--- src/rtl/pwrdn_pkg.sv ---
package pwrdn_pkg;
  typedef enum logic [1:0] {
    ST_RUN  = 2'd0,
    ST_DOWN = 2'd1,
    ST_STAB = 2'd2
  } pd_st_t;
endpackage

--- src/rtl/pd_arm.sv ---
module pd_arm (
  input  logic clk,
  input  logic rst_n,
  input  logic ins_ret,
  input  logic op_arm,
  input  logic op_poff,
  input  logic cold,
  input  logic running,
  output logic commit
);
  logic armed_q;

  // Any retired instruction rewrites the latch; idle cycles keep it.
  always_ff @(posedge clk or negedge rst_n) begin
    if (!rst_n)        armed_q <= 1'b0;
    else if (cold)     armed_q <= 1'b0;
    else if (ins_ret)  armed_q <= op_arm & running;
  end

  assign commit = running & ins_ret & op_poff & armed_q & ~cold;

  // a non-arm retirement leaves the block disarmed next cycle
  a_r3_disarm: assert property (@(posedge clk) disable iff (!rst_n)
    (ins_ret && !op_arm) |=> !commit);
endmodule

--- src/rtl/pd_flag.sv ---
module pd_flag (
  input  logic clk,
  input  logic rst_n,
  input  logic commit,
  input  logic cold,
  input  logic ins_ret,
  input  logic op_tst,
  output logic flag,
  output logic skip
);
  always_ff @(posedge clk or negedge rst_n) begin
    if (!rst_n)       flag <= 1'b0;
    else if (cold)    flag <= 1'b0;
    else if (commit)  flag <= 1'b1;
  end

  assign skip = ins_ret & op_tst & flag;

  a_r7_cold_clears: assert property (@(posedge clk) disable iff (!rst_n)
    cold |=> !flag);
  a_r5_flag_sticky: assert property (@(posedge clk) disable iff (!rst_n)
    (!cold && !commit) |=> (flag == $past(flag)));
endmodule

--- src/rtl/pd_seq.sv ---
module pd_seq
  import pwrdn_pkg::*;
#(
  parameter int STAB_CYC = 16
) (
  input  logic   clk,
  input  logic   rst_n,
  input  logic   commit,
  input  logic   cold,
  input  logic   wake,
  output pd_st_t state,
  output logic   restart,
  output logic   sp_load
);
  localparam int CW = (STAB_CYC > 1) ? $clog2(STAB_CYC) : 1;
  localparam logic [CW-1:0] LAST = CW'(STAB_CYC - 1);

  logic [CW-1:0] cnt_q;

  always_ff @(posedge clk or negedge rst_n) begin
    if (!rst_n) begin
      state   <= ST_RUN;
      cnt_q   <= '0;
      restart <= 1'b0;
      sp_load <= 1'b0;
    end else begin
      restart <= 1'b0;
      sp_load <= 1'b0;
      if (cold) begin
        state <= ST_STAB;
        cnt_q <= '0;
      end else begin
        case (state)
          ST_RUN: if (commit) begin
            state   <= ST_DOWN;
            sp_load <= 1'b1;
          end
          ST_DOWN: if (wake) begin
            state <= ST_STAB;
            cnt_q <= '0;
          end
          ST_STAB: begin
            if (cnt_q == LAST) begin
              state   <= ST_RUN;
              restart <= 1'b1;
            end
            cnt_q <= cnt_q + 1'b1;
          end
          default: state <= ST_RUN;
        endcase
      end
    end
  end

  a_r6_cold_stab: assert property (@(posedge clk) disable iff (!rst_n)
    cold |=> (state == ST_STAB));
  a_r5_restart_pulse: assert property (@(posedge clk) disable iff (!rst_n)
    restart |=> !restart);
  a_r8_sp_pulse: assert property (@(posedge clk) disable iff (!rst_n)
    sp_load |=> !sp_load);
  a_r5_restart_from_stab: assert property (@(posedge clk) disable iff (!rst_n)
    restart |-> ($past(state) == ST_STAB));
endmodule

--- src/rtl/pwrdn_ctl.sv ---
module pwrdn_ctl
  import pwrdn_pkg::*;
#(
  parameter int STAB_CYC = 16,
  parameter int SP_DEPTH = 8,
  parameter int PAGE_W   = 6,
  parameter int ADDR_W   = 7,
  localparam int SP_W    = (SP_DEPTH > 1) ? $clog2(SP_DEPTH) : 1
) (
  input  logic              clk,
  input  logic              rst_n,
  input  logic              ins_ret,
  input  logic              op_arm,
  input  logic              op_poff,
  input  logic              op_tst,
  input  logic              wake_in,
  input  logic              rst_pin,
  input  logic              wdt_expire,
  input  logic              lvd_det,
  output logic              osc_en,
  output logic              cpu_hold,
  output logic              cpu_restart,
  output logic [PAGE_W-1:0] rst_page,
  output logic [ADDR_W-1:0] rst_addr,
  output logic              sp_load,
  output logic [SP_W-1:0]   sp_val,
  output logic              pd_flag,
  output logic              skip,
  output logic              wdt_keep
);
  pd_st_t st;
  logic   cold, commit, running;

  assign cold    = rst_pin | wdt_expire | lvd_det;
  assign running = (st == ST_RUN);

  pd_arm u_arm (
    .clk(clk), .rst_n(rst_n), .ins_ret(ins_ret), .op_arm(op_arm),
    .op_poff(op_poff), .cold(cold), .running(running), .commit(commit)
  );

  pd_flag u_flag (
    .clk(clk), .rst_n(rst_n), .commit(commit), .cold(cold),
    .ins_ret(ins_ret), .op_tst(op_tst), .flag(pd_flag), .skip(skip)
  );

  pd_seq #(.STAB_CYC(STAB_CYC)) u_seq (
    .clk(clk), .rst_n(rst_n), .commit(commit), .cold(cold), .wake(wake_in),
    .state(st), .restart(cpu_restart), .sp_load(sp_load)
  );

  assign osc_en   = (st != ST_DOWN);
  assign cpu_hold = (st != ST_RUN);
  assign wdt_keep = (st == ST_DOWN);
  assign rst_page = '0;
  assign rst_addr = '0;
  assign sp_val   = SP_W'(SP_DEPTH - 1);

  a_r4_osc_off: assert property (@(posedge clk) disable iff (!rst_n)
    commit |=> !osc_en);
  a_r1_entry_needs_commit: assert property (@(posedge clk) disable iff (!rst_n)
    $fell(osc_en) |-> $past(commit));
  a_r8_sp_on_entry: assert property (@(posedge clk) disable iff (!rst_n)
    sp_load |-> (wdt_keep && $past(commit)));
  a_r12_wake_running: assert property (@(posedge clk) disable iff (!rst_n)
    (running && wake_in && !cold && !commit) |=> !cpu_hold);
  a_r6_cold_hold: assert property (@(posedge clk) disable iff (!rst_n)
    cold |=> (cpu_hold && osc_en));
endmodule

--- config.mk ---
export PLATFORM = sky130hd
export DESIGN_NAME = pwrdn_ctl
export DESIGN_NICKNAME = d
export VERILOG_FILES = /design/src/rtl/pwrdn_pkg.sv /design/src/rtl/pd_arm.sv /design/src/rtl/pd_flag.sv /design/src/rtl/pd_seq.sv /design/src/rtl/pwrdn_ctl.sv
export SDC_FILE = /design/constraint.sdc
export NUM_CORES = 1
export LEC_CHECK = 0
export BUFFER_PORTS_ARGS = -buffer_cell sky130_fd_sc_hd__buf_2
export CORE_MARGIN = 3
export CORE_UTILIZATION = 35
export CTS_BUF_LIST = sky130_fd_sc_hd__clkbuf_16
export CTS_CLUSTER_DIAMETER = 40
export DETAILED_ROUTE_END_ITERATION = 10
export PLACE_DENSITY = 0.77
export REMOVE_ABC_BUFFERS = 1
export SLEW_MARGIN = 10
export SYNTH_ARGS = -nofsm -noshare
export SYNTH_HDL_FRONTEND = slang
export SYNTH_HIERARCHICAL = 1
export SYNTH_SLANG_ARGS = --single-unit
--- constraint.sdc ---
create_clock -name clk -period 1.14 [get_ports clk]
set_clock_uncertainty 0.05 [all_clocks]
set_input_delay 0.285 -clock clk [delete_from_list [all_inputs] [get_ports clk]]
set_output_delay 0.285 -clock clk [all_outputs]
set_load 0.02 [all_outputs]
==> out/metrics.csv, run 1 <==
stage;metric;value;unit
status;status;finished with violations;
status;violations;negative setup slack;
yosys;ys_types;26;
worst_setup_path;worstPathArrival;1030;ps
yosys;yosys.area.top_type;dfrtp_1;
cells_and_area;final_common_cell;conb_1;
power;powerDensity;1010;mW/mm^2
worst_setup_path;cp-end-kind;primary output;
floorplanning;rows;15;
place;gp_congestion;0.741;
floorplanning;core;0.00175;sq mm
clock_tree;cts_root_buf;clkbuf_16;
yosys;synth_top_area_frac;0.380;
power;peakVddDrop;1.07;mV
sta;hold_viol_final;0;
cells_and_area;regArea;253;sq um
floorplanning;initial_utilization;0.377;
global_routing;grt_use_total;0.130;
worst_setup_path;crit_chain;or2_4 > buf_6;
clock_tree;clkSinkCount;10;
global_routing;gr-total-overflow;0;
yosys;netlist_area;658;sq um
drt;drt_iter0_markers;9;
clock_tree;cts_buffer_depth;2;
cells_and_area;multi_input_area;399;sq um
yosys;syn-instance-count;71;
worst_setup_path;worst_setup_path_start_kind;flop;
sta;worst_slack;-228;ps
clock_tree;clk_pin_slew;40;ps
worst_setup_path;cpMaxStageDelayCell;dfrtp_2;
worst_setup_path;criticalPathCategory;flop to primary output;
worst_setup_path;cp_max_fo;3;
floorplanning;die-area;0.00244;sq mm
drt;routed_via_density;4.46;
clock_tree;cts_buffers;3;
cells_and_area;layout-drive-gt1-share;0.533;
global_routing;grt_pass1_wl;2.44;mm
drt;wl;1.54;mm
worst_setup_path;crit_path_max_incr_delay;420;ps
yosys;synth_seq_cells;10;
yosys;avgSynthCellArea;9.27;sq um
cells_and_area;fill_cells;141;
place;hpwl;951;um
cells_and_area;n_antenna_cell;0;
worst_setup_path;crit_family;flip-flops;
place;dp.cells;117;
yosys;yosysSeqAreaShare;0.380;
sta;rsz0062_at_grt;true;
global_routing;grt_max_degree;11;
worst_setup_path;crit_required;810;ps
place;port_buffers;16;
yosys;synthTopCellsByArea;dfrtp_1, buf_4, a2111oi_2, nand2b_1, nand2_1;
drt;drc;0;
clock_tree;cts_tree;done;
sta;fmaxAchievable;731;MHz
floorplanning;pin_count;33;
clock_tree;h-tree-depth;1;
drt;drt_first_pass_iters;4;
sta;maxSlewViolCount;0;
run;maxCapViolations;0;
cells_and_area;post-route-util;0.605;
yosys;yosysWarnings;6;
global_routing;antenna_found_initial;0;
drt;antenna_left;0;
sta;setup_viol;12;
cells_and_area;stdcell_count;132;
cells_and_area;most-common-layout-cells;conb_1, buf_6, buf_4, buf_2, dfrtp_1;
worst_setup_path;crit_buf_inv;1;
hold_path;hold_path_class;input pin to flop;
floorplanning;dieHeight;49.4;um
drt;wire_per_inst;11.7;um
drt;vias;589;
cells_and_area;syn_to_final_growth;60.5;%
clock_tree;insertion_delay;230;ps
power;p_leak;0.519;nW
global_routing;first_global_vias;560;
cells_and_area;nNetsFinal;119;
floorplanning;die_w;49.4;um
sta;post-route-min-period;1370;ps
sta;final.period_utilization;1.20;
## cells in the mapped netlist
cell type and number:
nor2b_1 1, ha_1 1, nand2_1 5, conb_1 2
nand3b_1 1, nand3_1 3, or2b_1 1, clkbuf_1 1
o211ai_1 2, nor3_1 2, inv_1 1, a211oi_1 2
or3_1 2, dfrtp_1 10, a21oi_2 1, and3_1 1
buf_4 17, nand2b_4 1, a2111oi_2 2, nor2_1 5
mux2i_1 1, or2_2 1, o21ba_1 1, nand4_1 1
a21oi_1 2, nand2b_1 4
## final cells by class
class,instances,share of cell area
Tap cell,25,0.0296
Inverter,1,0.00355
Clock inverter,1,0.00355
Timing Repair Buffer,36,0.275
Multi-Input combinational cell,56,0.378
Clock buffer,3,0.0711
Sequential cell,10,0.239
## repair_timing
item                                    in CTS  in global routing
gates resized for setup                     20                 14
hold buffers                                 1                  0
pin swaps                                    8                  8
endpoints found under the setup margin       9                 15
setup buffers                                7                  3
hold endpoints to repair                    10                  0
## flip-flops by register name, summed over array words and instances, names as in the netlist
signal         count
u_seq/restart      1
u_seq/state        2
u_seq/sp_load      1
u_arm/armed_q      1
u_seq/cnt_q        4
u_flag/flag        1
## metal layers
metal / global-route usage / wire length (um)
met1: 0.140 / 579
met2: 0.241 / 851
met3: 0.0459 / 112
met4: 0.0284 / 0
met5: 0 / 0
## per-stage QoR
step	instance area, sq um	TNS [ps]	hold slack (ps)	worst slack (ps)	power [mW]
3_3_place_gp	758	-1820	106	-246	0.450
5_1_grt	1060	-2300	269	-317	1.11
3_5_place_dp	758	-2080	104	-268	0.452
4_1_cts	978	-1640	287	-213	1.07
6_report	1060	-1680	257	-228	1.06
2_1_floorplan	579	-877	-60.6	-227	0.421
## power breakdown
| group | internal [mW] | leakage [nW] | switching [mW] |
|---|---|---|---|
| clock network | 0.458 | 0.0385 | 0.146 |
| registers | 0.358 | 0.132 | 0.00196 |
| logic | 0.0247 | 0.348 | 0.0736 |
| total | 0.841 | 0.519 | 0.222 |
## tightest hold or removal path: stages
cell and delay [ps]:
buf_2 100, nand3_2 70, a21oi_2 40
## worst paths after layout
kind | startpoint | to | slack, ps | cells after the start
min reg2reg | u_arm/armed_q | u_arm/armed_q | 500 | 2
max reg2reg | u_seq/state[0] | u_seq/state[0] | -220 | 6
min | op_arm | u_arm/armed_q | 260 | 3
min in group asynchronous | rst_n | u_seq/sp_load | 400 | 2
max in group asynchronous | rst_n | u_seq/state[1] | 430 | 2
max | u_seq/state[1] | cpu_hold | -230 | 2
## logic make-up after synthesis
| kind of cell | Yosys count | synth area share |
|---|---|---|
| compound gates | 10 | 0.135 |
| fa+ha+maj | 1 | 0.0190 |
| buf+inv | 19 | 0.205 |
| flops | 10 | 0.380 |
| mux | 1 | 0.0152 |
| other cells | 2 | 0.0114 |
| simple gates | 28 | 0.234 |
Note: power is estimated with default switching activity, not from simulation.
==> run 2: changes to the inputs <==
==> constraint.sdc (replaced) <==
create_clock -name clk -period 1.14 [get_ports clk]
set_clock_uncertainty 0.05 [all_clocks]
set_input_delay 0.057 -clock clk [delete_from_list [all_inputs] [get_ports clk]]
set_output_delay 0.057 -clock clk [all_outputs]
set_load 0.02 [all_outputs]
==> run 2 against run 1 <==
  * The run still ends with negative setup slack left
  * Non-clock buffer count up 1
  * Utilization up 2.3 points
  * Combinational power up 5%
  * Cell area up 3.8%
  * Final cell count up 0.76%
  * Worst setup slack better by 84 ps
  * Sequential share of layout area down 0.87 points
  * Register-to-register slack better by 80 ps
  * Total power up 2.3%
  * Sequential cell count unchanged
  * Die area unchanged
==> out/metrics.csv, run 2 (same netlist as run 1, synthesis figures left out) <==
stage;metric;value;unit
status;status;finished with violations;
status;violations;negative setup slack;
sta;post-route-min-period;1280;ps
cells_and_area;final_common_cell;conb_1;
clock_tree;cts_buffers;3;
floorplanning;pin_count;33;
global_routing;grt_pass1_wl;2.62;mm
floorplanning;die-area;0.00244;sq mm
sta;rsz0062_at_grt;true;
drt;drt_first_pass_iters;3;
clock_tree;insertion_delay;240;ps
place;dpl-instance-area;788;sq um
sta;setup_viol;10;
cells_and_area;finalInstanceArea;0.00110;sq mm
worst_setup_path;cp_max_fo;6;
place;dp.cells;121;
drt;vias;583;
sta;hold_viol_final;0;
drt;routed_via_density;4.38;
drt;drt_iter0_markers;6;
drt;drc;0;
clock_tree;cts_root_buf;clkbuf_16;
floorplanning;dieHeight;49.4;um
clock_tree;clk_pin_slew;40;ps
power;peakVddDrop;0.642;mV
sta;final.period_utilization;1.13;
drt;wl;1.64;mm
hold_path;hold_path_class;input pin to flop;
cells_and_area;post-route-util;0.628;
run;maxCapViolations;0;
global_routing;grt_max_degree;11;
cells_and_area;largest_reg_flops;4;
global_routing;first_global_vias;600;
sta;fmaxAchievable;779;MHz
drt;wire_per_inst;12.4;um
cells_and_area;largest-register;u_seq/cnt_q;
cells_and_area;syn_to_final_growth;66.5;%
global_routing;antenna_found_initial;0;
cells_and_area;most-common-layout-cells;conb_1, buf_2, buf_4, buf_6, dfrtp_1;
worst_setup_path;crit_required;1030;ps
global_routing;gr-total-overflow;0;
hold_path;hold_path_depth;3;
clock_tree;cts_buffer_depth;2;
place;gp_congestion;0.768;
cells_and_area;top_regs;u_seq/cnt_q x4, u_seq/state x2;
place;hpwl;1.08;mm
cells_and_area;stdcell_count;133;
floorplanning;die_w;49.4;um
clock_tree;h-tree-depth;1;
sta;maxSlewViolCount;0;
floorplanning;core;0.00175;sq mm
worst_setup_path;reg2reg_depth;4;
worst_setup_path;cp-end-kind;primary output;
sta;timing.hold.ws;48.5;ps
sta;setup_tns;-614;ps
global_routing;grt_use_total;0.147;
clock_tree;cts_tree;done;
floorplanning;initial_utilization;0.377;
cells_and_area;n_antenna_cell;0;
cells_and_area;nNetsFinal;120;
power;powerDensity;992;mW/mm^2
sta;worst_slack;-144;ps
cells_and_area;layout-drive-gt1-share;0.565;
drt;antenna_left;0;
worst_setup_path;worst_setup_path_start_kind;flop;
place;dp_slack;-156;ps
floorplanning;rows;15;
place;port_buffers;16;
power;p_leak;0.527;nW
worst_setup_path;worstPathArrival;1180;ps
worst_setup_path;criticalPathCategory;flop to primary output;
clock_tree;clkSinkCount;10;
power;finalPower;1.09;mW
[run 2: changes by cell type in the layout (fill, tap and decap cells not counted), moves of 2 or more]
| cell | before | now |
|---|---|---|
| nor3_2 | 2 | 0 |
| nand2_1 | 5 | 3 |
| nand2_2 | 0 | 2 |
| buf_2 | 11 | 13 |
[run 2: power breakdown]
part	total [mW]	switching (mW)	internal, mW	leakage [nW]
sequential	0.361	0.00256	0.358	0.132
combinational	0.103	0.0755	0.0276	0.356
clock	0.623	0.164	0.460	0.0385
total	1.09	0.242	0.846	0.527
[run 2: repair_timing]
action,in CTS,in global routing
setup endpoints to repair,10,12
hold endpoints to repair,10,0
pin swaps,6,5
gates resized for setup,18,20
buffers inserted,6,2
hold buffers,1,0
[run 2: final timing paths]
check                                     from        endpoint  slack [ps]
worst min register to register     u_flag/flag     u_flag/flag         500
min in group asynchronous                rst_n  u_seq/cnt_q[1]         180
worst max register to register  u_seq/state[0]  u_seq/cnt_q[3]        -140
worst max-delay path            u_seq/state[0]        cpu_hold        -140
max in group asynchronous                rst_n  u_seq/state[1]         640
worst min-delay path                    op_arm   u_arm/armed_q          50
[run 2: layer usage]
metal | vias up | wire, um | track usage
met5 | - | 0 | 0
met4 | 0 | 16 | 0.0569
met3 | 2 | 83 | 0.0459
met2 | 18 | 930 | 0.279
met1 | 277 | 614 | 0.144
li1 | 286 | - | -
[run 2: final cells by class]
cell class	instances	area (sq um)
fillers	143	649
multi-input cells	56	440
repair buffers	37	289
flip-flops and latches	10	253
clock buffers	3	75.1
well taps	25	31.3
clock inverters	1	3.75
inverters	1	3.75
[run 2: worst max-delay path, cell delays in order, from the launching register on]
cell,delay [ps]
dfrtp_2,430
buf_6,140
or2_4,240
buf_6,130
